[config.mk]
export PLATFORM = sky130hd
export DESIGN_NAME = pcrs_top
export DESIGN_NICKNAME = d
export VERILOG_FILES = /design/src/rtl/pcrs_pkg.sv /design/src/rtl/pcrs_seq.sv /design/src/rtl/pcrs_regfile.sv /design/src/rtl/pcrs_adr_unit.sv /design/src/rtl/pcrs_alu.sv /design/src/rtl/pcrs_top.sv
export SDC_FILE = /design/constraint.sdc
export NUM_CORES = 1
export LEC_CHECK = 0
export BUFFER_PORTS_ARGS = -buffer_cell sky130_fd_sc_hd__buf_4
export CAP_MARGIN = 20
export CORE_MARGIN = 1
export CORE_UTILIZATION = 50
export CTS_BUF_LIST = sky130_fd_sc_hd__clkbuf_8
export DETAILED_ROUTE_END_ITERATION = 12
export PLACE_DENSITY = 0.81
export SETUP_SLACK_MARGIN = 0.05
export SLEW_MARGIN = 30
export SYNTH_ARGS = -nofsm -noshare
export SYNTH_HDL_FRONTEND = slang
export SYNTH_SLANG_ARGS = --single-unit
[constraint.sdc]
create_clock -name clk -period 9.3 [get_ports clk]
set_input_delay 1.395 -clock clk [delete_from_list [all_inputs] [get_ports clk]]
set_output_delay 1.395 -clock clk [all_outputs]
set_load 0.05 [all_outputs]
[src/rtl/pcrs_pkg.sv]
package pcrs_pkg;

   typedef enum logic [1:0] {
      SQ_IDLE = 2'd0,
      SQ_ADR  = 2'd1,
      SQ_DAT  = 2'd2,
      SQ_WR   = 2'd3
   } sq_state_t;

   typedef enum logic [1:0] {
      ALU_ADD  = 2'd0,
      ALU_AND  = 2'd1,
      ALU_NOT  = 2'd2,
      ALU_PASS = 2'd3
   } alu_op_t;

   localparam logic [1:0] OFS_ZERO = 2'd0;
   localparam logic [1:0] OFS_F6   = 2'd1;
   localparam logic [1:0] OFS_F9   = 2'd2;
   localparam logic [1:0] OFS_F11  = 2'd3;

   typedef struct packed {
      logic [1:0] ofs_sel;
      logic       base_sel;
      logic       adr_src_sel;
      logic       gate_adr;
      logic       gate_alu;
      logic       ld_adr;
      logic       ld_dat;
      logic       dat_src_sel;
      alu_op_t    alu_op;
      logic       mem_en;
      logic       mem_we;
      logic       done;
   } ctl_t;

   function automatic int ofs_field_w(input int idx);
      case (idx)
         1:       return 6;
         2:       return 9;
         default: return 11;
      endcase
   endfunction

endpackage

[src/rtl/pcrs_seq.sv]
module pcrs_seq
   import pcrs_pkg::*;
(
   input  logic      clk,
   input  logic      rst,
   input  logic      start,
   output ctl_t      ctl,
   output logic      busy
);

   sq_state_t state_q, state_d;

   always_comb begin
      case (state_q)
         SQ_IDLE: state_d = start ? SQ_ADR : SQ_IDLE;
         SQ_ADR:  state_d = SQ_DAT;
         SQ_DAT:  state_d = SQ_WR;
         default: state_d = SQ_IDLE;
      endcase
   end

   always_ff @(posedge clk) begin
      if (rst) state_q <= SQ_IDLE;
      else     state_q <= state_d;
   end

   always_comb begin
      ctl = '0;
      ctl.alu_op = ALU_ADD;
      case (state_q)
         SQ_ADR: begin
            ctl.ofs_sel     = OFS_F9;
            ctl.base_sel    = 1'b0;
            ctl.adr_src_sel = 1'b0;
            ctl.gate_adr    = 1'b1;
            ctl.ld_adr      = 1'b1;
         end
         SQ_DAT: begin
            ctl.alu_op      = ALU_PASS;
            ctl.gate_alu    = 1'b1;
            ctl.dat_src_sel = 1'b0;
            ctl.ld_dat      = 1'b1;
         end
         SQ_WR: begin
            ctl.mem_en = 1'b1;
            ctl.mem_we = 1'b1;
            ctl.done   = 1'b1;
         end
         default: ;
      endcase
   end

   assign busy = (state_q != SQ_IDLE);

   // a start sampled while idle enters the address cycle
   a_r2_start_enters: assert property (@(posedge clk) disable iff (rst)
      (!rst && state_q == SQ_IDLE && start) |=> (state_q == SQ_ADR));

   // done is a single-cycle pulse followed by idle
   a_r2_done_pulse: assert property (@(posedge clk) disable iff (rst)
      (!rst && ctl.done) |=> (!ctl.done && state_q == SQ_IDLE));

   // once busy, the sequence only advances forward
   a_r8_no_restart: assert property (@(posedge clk) disable iff (rst)
      (!rst && state_q == SQ_ADR) |=> (state_q == SQ_DAT));

endmodule

[src/rtl/pcrs_regfile.sv]
module pcrs_regfile #(
   parameter int DW    = 16,
   parameter int DEPTH = 8,
   localparam int AW   = $clog2(DEPTH)
) (
   input  logic          clk,
   input  logic          we,
   input  logic [AW-1:0] waddr,
   input  logic [DW-1:0] wdata,
   input  logic [AW-1:0] ra1,
   input  logic [AW-1:0] ra2,
   output logic [DW-1:0] rd1,
   output logic [DW-1:0] rd2
);

   logic [DW-1:0] ent [DEPTH];

   for (genvar gi = 0; gi < DEPTH; gi++) begin : g_ent
      logic [DW-1:0] q;
      always_ff @(posedge clk) begin
         if (we && (waddr == AW'(gi))) q <= wdata;
      end
      assign ent[gi] = q;
   end

   assign rd1 = ent[ra1];
   assign rd2 = ent[ra2];

endmodule

[src/rtl/pcrs_adr_unit.sv]
module pcrs_adr_unit
   import pcrs_pkg::*;
#(
   parameter int DW = 16
) (
   input  logic [DW-1:0] ir,
   input  logic [DW-1:0] pc,
   input  logic [DW-1:0] base_reg,
   input  logic [1:0]    ofs_sel,
   input  logic          base_sel,
   input  logic          adr_src_sel,
   output logic [DW-1:0] adr_out
);

   localparam int NOPT = 4;
   localparam int ZW   = 8;

   logic [DW-1:0] ofs_opt [NOPT];
   logic [DW-1:0] ofs_v;
   logic [DW-1:0] base_v;
   logic [DW-1:0] sum_v;

   assign ofs_opt[0] = '0;

   for (genvar gi = 1; gi < NOPT; gi++) begin : g_sext
      localparam int FW = ofs_field_w(gi);
      assign ofs_opt[gi] = {{(DW-FW){ir[FW-1]}}, ir[FW-1:0]};
   end

   assign ofs_v  = ofs_opt[ofs_sel];
   assign base_v = base_sel ? base_reg : pc;
   assign sum_v  = base_v + ofs_v;

   assign adr_out = adr_src_sel ? {{(DW-ZW){1'b0}}, ir[ZW-1:0]} : sum_v;

endmodule

[src/rtl/pcrs_alu.sv]
module pcrs_alu
   import pcrs_pkg::*;
#(
   parameter int DW = 16
) (
   input  logic [DW-1:0] a,
   input  logic [DW-1:0] b,
   input  alu_op_t       op,
   output logic [DW-1:0] y
);

   always_comb begin
      case (op)
         ALU_ADD: y = a + b;
         ALU_AND: y = a & b;
         ALU_NOT: y = ~a;
         default: y = a;
      endcase
   end

endmodule

[src/rtl/pcrs_top.sv]
module pcrs_top
   import pcrs_pkg::*;
#(
   parameter int DW       = 16,
   parameter int RF_DEPTH = 8,
   localparam int RA_W    = $clog2(RF_DEPTH)
) (
   input  logic            clk,
   input  logic            rst,
   input  logic            start,
   input  logic            pc_wr,
   input  logic [DW-1:0]   pc_din,
   input  logic            ir_wr,
   input  logic [DW-1:0]   ir_din,
   input  logic            rf_wr,
   input  logic [RA_W-1:0] rf_wsel,
   input  logic [DW-1:0]   rf_wdata,
   input  logic [DW-1:0]   mem_rdata,
   output logic            mem_en,
   output logic            mem_we,
   output logic [DW-1:0]   mem_addr,
   output logic [DW-1:0]   mem_wdata,
   output logic            done,
   output logic            busy,
   output logic [DW-1:0]   bus_val,
   output logic [1:0]      ofs_sel,
   output logic            base_sel,
   output logic            adr_src_sel,
   output logic            gate_adr,
   output logic            gate_alu,
   output logic            ld_adr,
   output logic            ld_dat,
   output logic            dat_src_sel,
   output logic [1:0]      alu_op,
   output logic [RA_W-1:0] rf_rsel1
);

   localparam int SR_LO   = 9;
   localparam int BASE_LO = 6;

   if (DW < 16) begin : g_bad_dw
      $error("pcrs_top: DW must be at least 16");
   end
   if (RF_DEPTH != 8) begin : g_bad_depth
      $error("pcrs_top: instruction fields address exactly eight registers");
   end

   ctl_t          ctl;
   logic [DW-1:0] pc_q, ir_q, mar_q, mdr_q;
   logic [DW-1:0] rd1, rd2, alu_y, adr_y, bus_w, dat_in;
   logic [RA_W-1:0] ra1, ra2;

   pcrs_seq u_seq (
      .clk   (clk),
      .rst   (rst),
      .start (start),
      .ctl   (ctl),
      .busy  (busy)
   );

   assign ra1 = ir_q[SR_LO+RA_W-1:SR_LO];
   assign ra2 = ir_q[BASE_LO+RA_W-1:BASE_LO];

   pcrs_regfile #(.DW(DW), .DEPTH(RF_DEPTH)) u_rf (
      .clk   (clk),
      .we    (rf_wr && !busy),
      .waddr (rf_wsel),
      .wdata (rf_wdata),
      .ra1   (ra1),
      .ra2   (ra2),
      .rd1   (rd1),
      .rd2   (rd2)
   );

   pcrs_adr_unit #(.DW(DW)) u_adr (
      .ir          (ir_q),
      .pc          (pc_q),
      .base_reg    (rd2),
      .ofs_sel     (ctl.ofs_sel),
      .base_sel    (ctl.base_sel),
      .adr_src_sel (ctl.adr_src_sel),
      .adr_out     (adr_y)
   );

   pcrs_alu #(.DW(DW)) u_alu (
      .a  (rd1),
      .b  (rd2),
      .op (ctl.alu_op),
      .y  (alu_y)
   );

   assign bus_w  = ({DW{ctl.gate_adr}} & adr_y) | ({DW{ctl.gate_alu}} & alu_y);
   assign dat_in = ctl.dat_src_sel ? mem_rdata : bus_w;

   always_ff @(posedge clk) begin
      if (rst) begin
         pc_q  <= '0;
         mar_q <= '0;
         mdr_q <= '0;
      end else begin
         if (pc_wr && !busy) pc_q  <= pc_din;
         if (ctl.ld_adr)     mar_q <= bus_w;
         if (ctl.ld_dat)     mdr_q <= dat_in;
      end
   end

   always_ff @(posedge clk) begin
      if (ir_wr && !busy && !rst) ir_q <= ir_din;
   end

   assign mem_en      = ctl.mem_en;
   assign mem_we      = ctl.mem_we;
   assign mem_addr    = mar_q;
   assign mem_wdata   = mdr_q;
   assign done        = ctl.done;
   assign bus_val     = bus_w;
   assign ofs_sel     = ctl.ofs_sel;
   assign base_sel    = ctl.base_sel;
   assign adr_src_sel = ctl.adr_src_sel;
   assign gate_adr    = ctl.gate_adr;
   assign gate_alu    = ctl.gate_alu;
   assign ld_adr      = ctl.ld_adr;
   assign ld_dat      = ctl.ld_dat;
   assign dat_src_sel = ctl.dat_src_sel;
   assign alu_op      = ctl.alu_op;
   assign rf_rsel1    = ra1;

   // never two drivers on the bus
   a_r7_one_gate: assert property (@(posedge clk) disable iff (rst)
      $onehot0({ctl.gate_adr, ctl.gate_alu}));

   // the address latch shows the bus value one cycle after its load
   a_r11_adr_latched: assert property (@(posedge clk) disable iff (rst)
      (!rst && ctl.ld_adr) |=> (mar_q == $past(bus_w)));

   // the data latch shows the bus value one cycle after its load
   a_r11_dat_latched: assert property (@(posedge clk) disable iff (rst)
      (!rst && ctl.ld_dat && !ctl.dat_src_sel) |=> (mdr_q == $past(bus_w)));

   // an address load is always followed by a data load
   a_r2_adr_then_dat: assert property (@(posedge clk) disable iff (rst)
      (!rst && ctl.ld_adr) |=> ctl.ld_dat);

   // a write is preceded by a data load
   a_r5_write_after_dat: assert property (@(posedge clk) disable iff (rst)
      (!rst && ctl.ld_dat) |=> (mem_we && mem_en));

   // program counter and instruction are held while busy
   a_r9_pc_held: assert property (@(posedge clk) disable iff (rst)
      (!rst && busy) |=> $stable(pc_q));
   a_r9_ir_held: assert property (@(posedge clk) disable iff (rst)
      (!rst && busy) |=> $stable(ir_q));

endmodule

### Word-level counts from Yosys, hierarchy flattened

Index checks and enable logic that the tools add are counted.

* register bits after elaboration: 190

* add/subtract/negate cells: 2
* order comparisons: 3
* equal/unequal tests: 12
* mux-type cells: 20
* bitwise gates (word level): 8
* reductions and logical operators: 18

Operators by type and width (count)
* 16-bit 2-to-1 mux: 9
* 16-bit binary-select mux with 3-bit select: 2
* 16-bit bitwise AND: 3
* 16-bit one-hot mux with 3 select lines: 1
* 16-bit adder: 2
* 16-bit binary-select mux with 2-bit select: 1
* 16-bit inverter: 1
* 16-bit bitwise OR: 1
* 3-bit == test, second input constant: 4
* 1-bit logical AND: 12
* 4-bit greater-or-equal comparator, second input constant: 2
* 3-bit inverter with 4-bit output: 2
* 2-bit == test, second input constant: 3
* 3-bit by 2-bit == test with 1-bit output, second input constant: 2
* 2-bit one-hot mux with 3 select lines: 1
* 5-bit 2-to-1 mux: 1
* 2-bit by 1-bit == test with 1-bit output, second input constant: 2
* 2-bit zero test: 2
* 4-bit 2-to-1 mux: 1
* 3-bit by 1-bit == test with 1-bit output, second input constant: 1
* 3-bit greater-or-equal comparator, second input constant: 1
* 3-bit zero test: 1
* 1-bit 2-to-1 mux: 3
* 3-bit 2-to-1 mux: 1
* 3 further kinds: 4

### Logic depth before layout (Yosys ltp)

Gate-level depths: netlist (run 1).

* depth after elaboration: 11
* mapped depth: 16

### Modules after synthesis

A second synthesis (run 1) with hierarchy kept.

* cells, all modules: 864
* area total of the unflattened synthesis: 11383.4 um^2

Modules (own cells, without submodules)
* pcrs_regfile: instances 1, cells an instance 255, area each 6044.5 um^2, sequential area each 3843.7 um^2
* pcrs_top: instances 1, cells an instance 252, area each 2756.4 um^2, sequential area each 1441.4 um^2
* pcrs_alu: instances 1, cells an instance 183, area each 1267.5 um^2, sequential area each 0.0 um^2
* pcrs_adr_unit: instances 1, cells an instance 149, area each 1102.3 um^2, sequential area each 0.0 um^2
* pcrs_seq: instances 1, cells an instance 25, area each 212.7 um^2, sequential area each 40.0 um^2

### Worst setup path before layout (run 1)

OpenSTA, ideal clock, no wires.

* kind: register -> output
* from: register u_seq.state_q[1]
* to: output port bus_val[12]
* arrival: 3.997 ns
* data required time: 7.905 ns
* setup slack: 3.908 ns
* cell stages (with the launch flop): 17
* buffers on the path: 3
* cell sequence: dfxtp_1 -> inv_1 -> ha_1 -> buf_2 -> buf_1 -> buf_1 -> and2_1 -> ha_1 -> inv_1 -> fa_1 -> inv_1 -> a21o_1 -> a41o_1 -> a21oi_1 -> mux2i_1 -> xnor2_1 -> o21ai_1

* elaborated cells on any way between the ends: 18

RTL lines
* from (decl): line pcrs_seq.sv:11 `sq_state_t state_q, state_d;`
* from (signal assigned): line pcrs_seq.sv:24 `else state_q <= state_d;`
* 2-bit by 1-bit == test with 1-bit output: line pcrs_seq.sv:30 `case (state_q)`
* 5-bit 2-to-1 mux: line pcrs_seq.sv:30
* net gate_adr: line pcrs_top.sv:29 `output logic gate_adr,`
* 16-bit bitwise AND: line pcrs_top.sv:92 `assign bus_w = ({DW{ctl.gate_adr}} & adr_y) | ({DW{ctl.gate_alu}} & alu_y);`
* 16-bit bitwise OR: line pcrs_top.sv:92
* to (decl): line pcrs_top.sv:25 `output logic [DW-1:0] bus_val,`

The timed path passes the listed nets, and every way through them passes these cells. The select of a mux whose other input is x is not followed.

### Final worst setup path (run 1)

* from: register u_seq.state_q[1]
* to: output port bus_val[13]

* word-level cells in the longest chain between the ends: 10
* elaborated cells on any way between the ends: 18

RTL lines
* 2-bit by 1-bit == test with 1-bit output: line pcrs_seq.sv:30
* 5-bit 2-to-1 mux: line pcrs_seq.sv:30
* 2-bit inverter with 3-bit output (not written as such): line pcrs_adr_unit.sv:30 `assign ofs_v = ofs_opt[ofs_sel];`
* 16-bit binary-select mux with 2-bit select: line pcrs_adr_unit.sv:30
* 16-bit 2-to-1 mux (not written as such) (2 in a row): line pcrs_adr_unit.sv:30
* 16-bit adder: line pcrs_adr_unit.sv:32 `assign sum_v = base_v + ofs_v;`
* 16-bit 2-to-1 mux: line pcrs_adr_unit.sv:34 `assign adr_out = adr_src_sel ? {{(DW-ZW){1'b0}}, ir[ZW-1:0]} : sum_v;`
* 16-bit bitwise AND: line pcrs_top.sv:92
* 16-bit bitwise OR (*): line pcrs_top.sv:92

Every way passes the cells marked *; elsewhere a longest branch is shown, timed or not. The select of a mux whose other input is x is not followed.

==> results of run 1 <==
## layer usage
layer | routed length (um) | up-vias | GRT usage (%)
li1 | - | 2419 | -
met1 | 7580 | 2515 | 27.8
met3 | 987 | 20 | 4.80
met5 | 0 | - | 0
met4 | 348 | 0 | 7.44
met2 | 9040 | 194 | 36.5
## logic make-up after synthesis
logic type / after synthesis / share of synthesized area [%]
muxes: 51 / 11.2
xor gates and xnor gates: 14 / 1.48
adders and majority gates: 17 / 2.61
AOI/OAI and AO/OA: 101 / 9.00
buffers and inverters: 72 / 4.30
and+or+nand+nor: 157 / 8.63
DFF: 190 / 62.7
other: 1 / 0.0452
## state kept, by name (all words and copies together) (netlist names)
name and flops:
pc_q 16, u_seq.state_q 2, ir_q 12, mem_addr 16
u_rf.g_ent.q 128, mem_wdata 16
## cells in the mapped netlist, drive strengths merged, types with 2 or more instances
master    n
a211oi   23
a21o      6
a21oi    24
a22oi     8
a311oi    7
a31oi     2
a32oi     2
and2     15
and3      7
buf      33
clkbuf   17
dfxtp    50
edfxtp  140
ha       14
inv      22
maj3      2
mux2     11
mux2i     8
mux4     32
nand2    53
nand2b    3
nand3     3
nor2     54
nor2b     4
nor3      9
o21a      3
o21ai     5
o22ai     4
o31ai     4
o41ai     2
or3       3
xnor2    10
xor2      4
## tightest hold or removal path: cells and delay by family, from the launching register on
kind / cells / cell delay, ns
flip-flops: 1 / 0.33
AO/OA/AOI/OAI: 1 / 0.06
AND/OR/NAND/NOR: 1 / 0.05
## power breakdown
| group | internal (mW) | total [mW] | switching (mW) |
|---|---|---|---|
| registers | 0.974 | 1.02 | 0.0438 |
| clock network | 0.302 | 0.582 | 0.280 |
| logic | 0.205 | 0.644 | 0.439 |
| total | 1.48 | 2.24 | 0.763 |
## worst min-delay path by stage
stage / startpoint / cells after the start / end / slack, ns
6_report: pc_q[4] / 2 / pc_q[4] / 0.48
5_1_grt: pc_q[6] / 2 / pc_q[6] / 0.50
4_1_cts: pc_q[3] / 2 / pc_q[3] / 0.47
3_5_place_dp: pc_q[3] / 2 / pc_q[3] / 0.46
3_3_place_gp: pc_q[15] / 2 / pc_q[15] / 0.46
2_1_floorplan: pc_q[0] / 2 / pc_q[0] / 0.44
## through the flow
step,cell area (um2),instances,util (%)
finish,9710,923,60.5
global route,9710,923,60.5
CTS,9670,922,60.2
detailed placement,9230,890,57.5
global placement,9230,890,57.5
floorplan,8310,606,-
## layout make-up
type,instances,area (um2),share of cell area (%)
clock buffers,22,303,3.12
clock inverters,10,136,1.40
inverters,22,82.6,0.850
multi-input cells,344,2820,29.0
flip-flops and latches,190,5200,53.6
well taps,216,270,2.78
repair buffers,119,901,9.27
==> flow_summary.json, run 1 <==
{
  "outcome": "completed",
  "critPathSlowestCell": "buf_4",
  "start_kind": "flip-flop",
  "antenna_found_initial": 0,
  "cp_max_fo": 53,
  "crit_path_end_kind": "output port",
  "r2r_end": "mem_addr[10]",
  "synth_ff_type": "edfxtp_1",
  "regToRegSetupSlack_ns": 5.55,
  "postRouteAntennaNets": 0,
  "synth_cell_types": 63,
  "nets": 782,
  "drtIter0Drc": 357,
  "gp_congestion": 0.857,
  "critPathArrivalTime_ns": 4.19,
  "worstSetupStartpoint": "u_seq.state_q[1]",
  "ctsHoldBuffers": 0,
  "worst_slew_pin_slew_ns": 0.993,
  "postCtsSetupBuffers": 0,
  "fp.dieW_um": 131,
  "fmax_mhz": 179,
  "port_buffers": 114,
  "num-fill-cells": 1237,
  "detail_route.wl_per_cell_um": 19.4,
  "crit_buf_inv": 5,
  "die_area_um2": 17100,
  "cts_buffers": 17,
  "worst_slack_ns": 3.71,
  "start_util_pct": 51.7,
  "routed-via-count": 5148,
  "cts.sinks": 190,
  "first_global_vias": 4935,
  "irDropWorstVdd_mv": 0.124,
  "cts_tree": "built",
  "hold-worst-slack_ns": 0.476,
  "grt_max_degree": 54,
  "r2r_cells": 14,
  "crit_required_ns": 7.91,
  "finalSetupViolCount": 0,
  "htree_levels": 4,
  "rsz0062_at_grt": "no",
  "min_period_ns": 5.59,
  "fin_tns_setup_ns": 0,
  "routed_wl_um": 17900,
  "grt_pass1_wl_um": 27000,
  "relSlewSlack_pct": 33.6,
  "postCtsResizedCells": 0,
  "finalPower_mw": 2.24,
  "path_cells": "inv_1, ha_2, buf_4, nand2_1, inv_1, ha_1, a211oi_2, o31ai_2, a31o_2, maj3_1, a311oi_2, inv_1, buf_4",
  "skew_ns": 0.0133,
  "root_buffer": "clkbuf_8",
  "pre_cts_slack_ns": 4.26,
  "clk_latency_ns": 0.45,
  "seq_area_frac_synth_pct": 62.7,
  "ys_warn_count": 0,
  "layout_common_cells": "edfxtp_1 (140), buf_4 (118), nand2_1 (52), dfxtp_1 (50), nor2_1 (48)",
  "core_area_um2": 16100,
  "drv_slew": 0,
  "cp_num_cells": 13,
  "layout_commonest_cell": "edfxtp_1",
  "firstDrtPassIters": 5,
  "async_flop_share_pct": 0,
  "hold_class": "flip-flop to flip-flop",
  "crit_end": "bus_val[13]",
  "drc": 0,
  "cpLargestDelayFamily": "compound AO/OA/AOI/OAI gates",
  "overflow": 0,
  "power_density_nw_per_um2": 231,
  "diodes": 0,
  "maxCapViolCount": 0,
  "ys_ff_latch": 190,
  "hold_violations": 0,
  "cts_buffer_depth": 2,
  "avgSynthCellArea_um2": 13.8,
  "yosysTopAreaCell": "edfxtp_1",
  "die_h_um": 131,
  "via_per_inst": 5.58,
  "synth_edf_count": 140,
  "synthCells": 603,
  "rr_startpoint": "u_seq.state_q[1]",
  "synth_area_leaders": "edfxtp_1 (51%), dfxtp_1 (12%), mux4_2 (8.7%)",
  "crit_type": "flip-flop to output port",
  "io_pins": 139,
  "yosysTopAreaCellShare_pct": 50.7,
  "critPathMostFrequentCell": "inv_1",
  "syn2layout_area_growth_pct": 17.1,
  "critPathMaxStageDelay_ns": 0.51,
  "core.rowCount": 46,
  "drive_above_1_share_pct": 29.7,
  "dp_hpwl_um": 12200,
  "clk_pin_slew_worst_paths_ns": 0.09,
  "total_leakage_power_nw": 3.67,
  "syn-cell-area_um2": 8300,
  "fin_crit_sh_pct": 60.1,
  "track_usage_pct": 21.7
}
(Power assumes the default switching activity.)
==> run 2, diff against run 1 <==
ABC_AREA = 1   (was default)
clock period = 5.7 ns   (was 9.3 ns; I/O delays follow)
==> run 2 against run 1 <==
Clock-buffer cell count is 5 lower. Non-clock buffer count is 1 higher. Critical path depth is 6 lower. Hold slack better by 0.0058 ns. Sequential power is 59% higher. Area after synthesis is 2.9% higher. Die area is 2.9% higher. Largest power group unchanged.
==> flow_summary.json, run 2 <==
{
  "track_usage_pct": 22.7,
  "layout_common_cells": "nor2_1 (159), edfxtp_1 (140), buf_4 (119), nand2_1 (118), o21ai_0 (86)",
  "ctsHoldBuffers": 0,
  "start_kind": "flip-flop",
  "dp_hpwl_um": 12500,
  "path_cells": "buf_4, clkinv_2, o21ai_0, o21ai_0, o211ai_1, o21ai_0, buf_4",
  "hold-worst-slack_ns": 0.482,
  "antenna_found_initial": 0,
  "die_h_um": 133,
  "relSlewSlack_pct": 44.8,
  "syn2layout_area_growth_pct": 15.6,
  "seq_area_frac_synth_pct": 61.0,
  "layout_commonest_cell": "nor2_1",
  "cts_buffer_depth": 2,
  "cts.sinks": 190,
  "synth_cell_types": 37,
  "start_util_pct": 51.3,
  "pwr-share-clk_pct": 25.3,
  "fin_tns_setup_ns": 0,
  "synth_ff_type": "edfxtp_1",
  "place_inst": 1158,
  "cpLargestDelayFamily": "buffers and inverters",
  "synth_commonest_cells": "nor2_1 (168), edfxtp_1 (140), nand2_1 (118)",
  "outcome": "completed",
  "regMostFlops": "u_rf.g_ent.q",
  "root_buffer": "clkbuf_8",
  "firstDrtPassIters": 4,
  "swShare_pct": 35.6,
  "r2r_cells": 8,
  "total_leakage_power_nw": 4.11,
  "largest_reg_flops": 128,
  "synth_area_leaders": "edfxtp_1 (49%), dfxtp_1 (12%), nor2_1 (7.4%)",
  "drc": 0,
  "drtIter0Drc": 464,
  "drive_above_1_share_pct": 19.7,
  "postCtsSetupBuffers": 0,
  "ys_warn_count": 0,
  "pre_cts_slack_ns": 1.94,
  "fin_crit_sh_pct": 79.7,
  "cp_max_fo": 66,
  "yosysMostFrequentCell": "nor2_1",
  "first_global_vias": 5893,
  "power_density_nw_per_um2": 345,
  "core.rowCount": 47,
  "finalNonFillerCells": 1191,
  "io_pins": 139,
  "overflow": 0,
  "p_int_mw": 2.19,
  "skew_ns": 0.0190,
  "drv_slew": 0,
  "avgSynthCellArea_um2": 9.78,
  "diodes": 0,
  "async_flop_share_pct": 0,
  "clk_pin_slew_worst_paths_ns": 0.11,
  "critPathSlowestCell": "clkinv_2",
  "cp_num_cells": 7,
  "postCtsResizedCells": 0,
  "cts_tree": "built",
  "hold_violations": 0,
  "worst_slack_ns": 1.16,
  "synthCells": 873,
  "detail_route.wl_per_cell_um": 16.1,
  "min_period_ns": 4.54,
  "grt_max_degree": 67,
  "cts_buffers": 17,
  "crit_required_ns": 4.85,
  "p_switching_mw": 1.21,
  "critPathMostFrequentCell": "o21ai_0",
  "yosysTopAreaCellShare_pct": 49.2,
  "worst_slew_pin_slew_ns": 0.828,
  "fmax_mhz": 220,
  "routed_wl_um": 19200,
  "hold_class": "flip-flop to flip-flop",
  "finalPower_mw": 3.40,
  "die_area_um2": 17600,
  "critPathMaxStageDelay_ns": 0.84,
  "port_buffers": 114,
  "maxCapViolCount": 0,
  "finalSetupViolCount": 0,
  "grt_pass1_wl_um": 30400,
  "postRouteAntennaNets": 0,
  "routed-via-count": 6286,
  "syn-cell-area_um2": 8540,
  "ys_ff_latch": 190,
  "yosysTopAreaCell": "edfxtp_1",
  "crit_type": "flip-flop to output port",
  "fp.dieW_um": 133,
  "pwr-share-seq_pct": 47.6,
  "hold_depth": 2,
  "clk_latency_ns": 0.48,
  "gp_congestion": 0.899,
  "pwr-share-comb_pct": 27.0,
  "crit_path_end_kind": "output port",
  "rsz0062_at_grt": "no",
  "via_per_inst": 5.28,
  "htree_levels": 4,
  "synth_edf_count": 140,
  "nets": 1046,
  "core_area_um2": 16600,
  "critPathArrivalTime_ns": 3.69,
  "irDropWorstVdd_mv": 0.207,
  "crit_buf_inv": 3
}
run 2: kinds of logic (layout without fill, tap and decap cells):
logic type	Yosys count	after routing	share of synthesized area, %
AOI/OAI and AO/OA	163	163	11.1
xor gates and xnor gates	1	1	0.103
adders and majority gates	15	15	2.29
buffers and inverters	140	235	7.36
DFF	190	190	61.0
muxes	7	7	0.821
other	1	4	0.0439
and+or+nand+nor	356	356	17.3
run 2: path summary, 6_finish.rpt:
check           from          end  slack, ns
min reg2reg  pc_q[0]      pc_q[0]       0.48
max          ir_q[9]   bus_val[5]       1.16
min          pc_q[0]      pc_q[0]       0.48
max reg2reg  ir_q[9]  mem_addr[5]       2.39
run 2: per-stage QoR:
step / utilization [%] / cell area [um2]
finish: 59.3 / 9870
global route: 59.3 / 9870
CTS: 59.1 / 9840
detailed placement: 56.8 / 9450
global placement: 56.6 / 9420
floorplan: - / 8550
run 2: worst register-to-register path, delay by kind of cell (launching register included):
family,cells,cell delay [ns]
buffers and inverters,3,1.48
flip-flops,1,0.35
AO/OA/AOI/OAI,5,1.38
run 2: cell type report:
| class | instances | area (um2) |
|---|---|---|
| fillers | 1363 | 6770 |
| clock buffers | 17 | 234 |
| flip-flops and latches | 190 | 5200 |
| clock inverters | 15 | 155 |
| well taps | 220 | 275 |
| multi-input cells | 546 | 2780 |
| inverters | 83 | 313 |
| repair buffers | 120 | 905 |
run 2: power by group through the flow:
stage / Clock (mW) / Sequential (mW) / Combinational, mW
finish: 0.862 / 1.62 / 0.920
detailed placement: 0 / 1.66 / 0.913
CTS: 0.872 / 1.62 / 0.916
floorplan: 0 / 1.78 / 0.525
global route: 0.934 / 1.63 / 0.993
global placement: 0 / 1.65 / 0.893
run 2: routing by layer:
| layer | global-route usage, % | wire length (um) |
|---|---|---|
| met1 | 27.9 | 7900 |
| met3 | 5.79 | 1260 |
| met2 | 39.5 | 9800 |
| met5 | 0 | 0 |
| met4 | 6.70 | 259 |
==> run 3, diff against run 2 <==
ABC_AREA = 0   (was 1)
PLACE_DENSITY = 0.84   (was 0.81)
clock period = 3.8 ns   (was 5.7 ns; I/O delays follow)
==> run 3 against run 2 <==
Critical path depth grew 7. Sequential share of layout area down 1.6 points. Setup slack worse by 1.0 ns. Clock skew is 0.0079 ns lower. Cell area increased by 3.2%. Via count is 15% lower. Die area decreased by 2.8%. Critical path type unchanged.
==> flow_summary.json, run 3 (same netlist as run 1, synthesis figures left out) <==
{
  "rsz0062_at_grt": "yes",
  "firstDrtPassIters": 5,
  "via_per_inst": 5.65,
  "detail_route.wl_per_cell_um": 20.1,
  "postRouteAntennaNets": 0,
  "placed_cell_area_um2": 9320,
  "grt_pass1_wl_um": 28000,
  "routed_wl_um": 18900,
  "dp_hpwl_um": 12300,
  "syn2layout_area_growth_pct": 22.8,
  "overflow": 0,
  "crit_required_ns": 3.23,
  "core_area_um2": 16100,
  "gp_congestion": 0.875,
  "drive_above_1_share_pct": 37.4,
  "finalSetupViolCount": 0,
  "power_density_nw_per_um2": 550,
  "worst_slew_pin_slew_ns": 0.968,
  "cts.sinks": 190,
  "clk_latency_ns": 0.47,
  "drtIter0Drc": 395,
  "place_inst": 896,
  "fmax_mhz": 272,
  "largest_reg_flops": 128,
  "root_buffer": "clkbuf_8",
  "hold_violations": 0,
  "layout_commonest_cell": "edfxtp_1",
  "drc": 0,
  "hold-worst-slack_ns": 0.268,
  "min_period_ns": 3.67,
  "utilization_pct": 63.4,
  "start_util_pct": 51.7,
  "port_buffers": 114,
  "cp_max_fo": 6,
  "cts_buffers": 17,
  "relSlewSlack_pct": 35.5,
  "core.rowCount": 46,
  "track_usage_pct": 22.6,
  "skew_ns": 0.0111,
  "fp.dieW_um": 131,
  "pre_cts_slack_ns": 0.333,
  "regMostFlops": "u_rf.g_ent.q",
  "final_cell_area_um2": 10200,
  "irDropWorstVdd_mv": 0.407,
  "hold_class": "input port to flip-flop",
  "htree_levels": 4,
  "finalPower_mw": 5.60,
  "maxCapViolCount": 0,
  "layout_common_cells": "edfxtp_1 (140), buf_4 (130), nand2_1 (48), dfxtp_1 (48), nor2_1 (47)",
  "crit_type": "flip-flop to output port",
  "nets": 803,
  "crit_path_end_kind": "output port",
  "outcome": "completed",
  "cts_buffer_depth": 2,
  "fin_crit_sh_pct": 96.6,
  "die_area_um2": 17100,
  "finalNonFillerCells": 944,
  "diodes": 0,
  "start_kind": "flip-flop",
  "total_leakage_power_nw": 3.81,
  "io_pins": 139,
  "drv_slew": 0,
  "regToRegSetupSlack_ns": 0.99,
  "first_global_vias": 5106,
  "num-fill-cells": 1107,
  "antenna_found_initial": 0,
  "ctsHoldBuffers": 0,
  "grt_max_degree": 59,
  "clk_pin_slew_worst_paths_ns": 0.10,
  "routed-via-count": 5338,
  "critPathArrivalTime_ns": 3.10,
  "fin_tns_setup_ns": 0,
  "cts_tree": "built",
  "worst_slack_ns": 0.129,
  "die_h_um": 131
}
[run 3: final cells by class]
| class | count | area [um2] | area share [%] |
|---|---|---|---|
| clock inverter | 15 | 174 | 1.71 |
| tap | 216 | 270 | 2.65 |
| clock buffer | 17 | 234 | 2.30 |
| inverter | 22 | 87.6 | 0.860 |
| timing repair buffer | 140 | 1120 | 11.0 |
| sequential | 190 | 5210 | 51.1 |
| multi-input combinational | 344 | 3100 | 30.4 |
[run 3: critical path, cell delays in order, from the launching register on]
cell and delay, ns:
dfxtp_2 0.36, inv_4 0.05, ha_4 0.18, and2_4 0.15
ha_4 0.17, inv_1 0.07, fa_2 0.22, inv_1 0.05
a21o_1 0.18, a41o_4 0.25, a211o_1 0.23, and3_4 0.17
mux2_4 0.33, nand2_4 0.08, buf_8 0.14
[run 3: what timing repair did]
item	in CTS	in global routing
endpoints found under the setup margin	10	9
pin swaps	8	13
hold endpoints to repair	0	0
buffers inserted	7	7
gates resized for setup	25	40
[run 3: power breakdown]
part	total [mW]	internal [mW]	switching, mW	leakage [nW]
logic	1.77	0.616	1.15	1.92
clock network	1.35	0.555	0.793	0.204
registers	2.49	2.38	0.106	1.68
total	5.60	3.56	2.05	3.81
[run 3: path summary, 6_finish.rpt]
kind / startpoint / end / cells past startpoint
setup reg to reg: u_seq.state_q[1] / mem_addr[13] / 14
hold reg to reg: pc_q[5] / pc_q[5] / 2
hold / removal: ir_din[8] / ir_q[8] / 1
setup / recovery: u_seq.state_q[1] / bus_val[10] / 14
[run 3: metal layers]
metal / global-route usage, % / wire length [um] / vias to the layer above
li1: - / - / 2461
met1: 27.6 / 7780 / 2658
met2: 37.9 / 9690 / 190
met3: 5.78 / 1060 / 29
met4: 10.1 / 397 / 0
met5: 0 / 0 / -
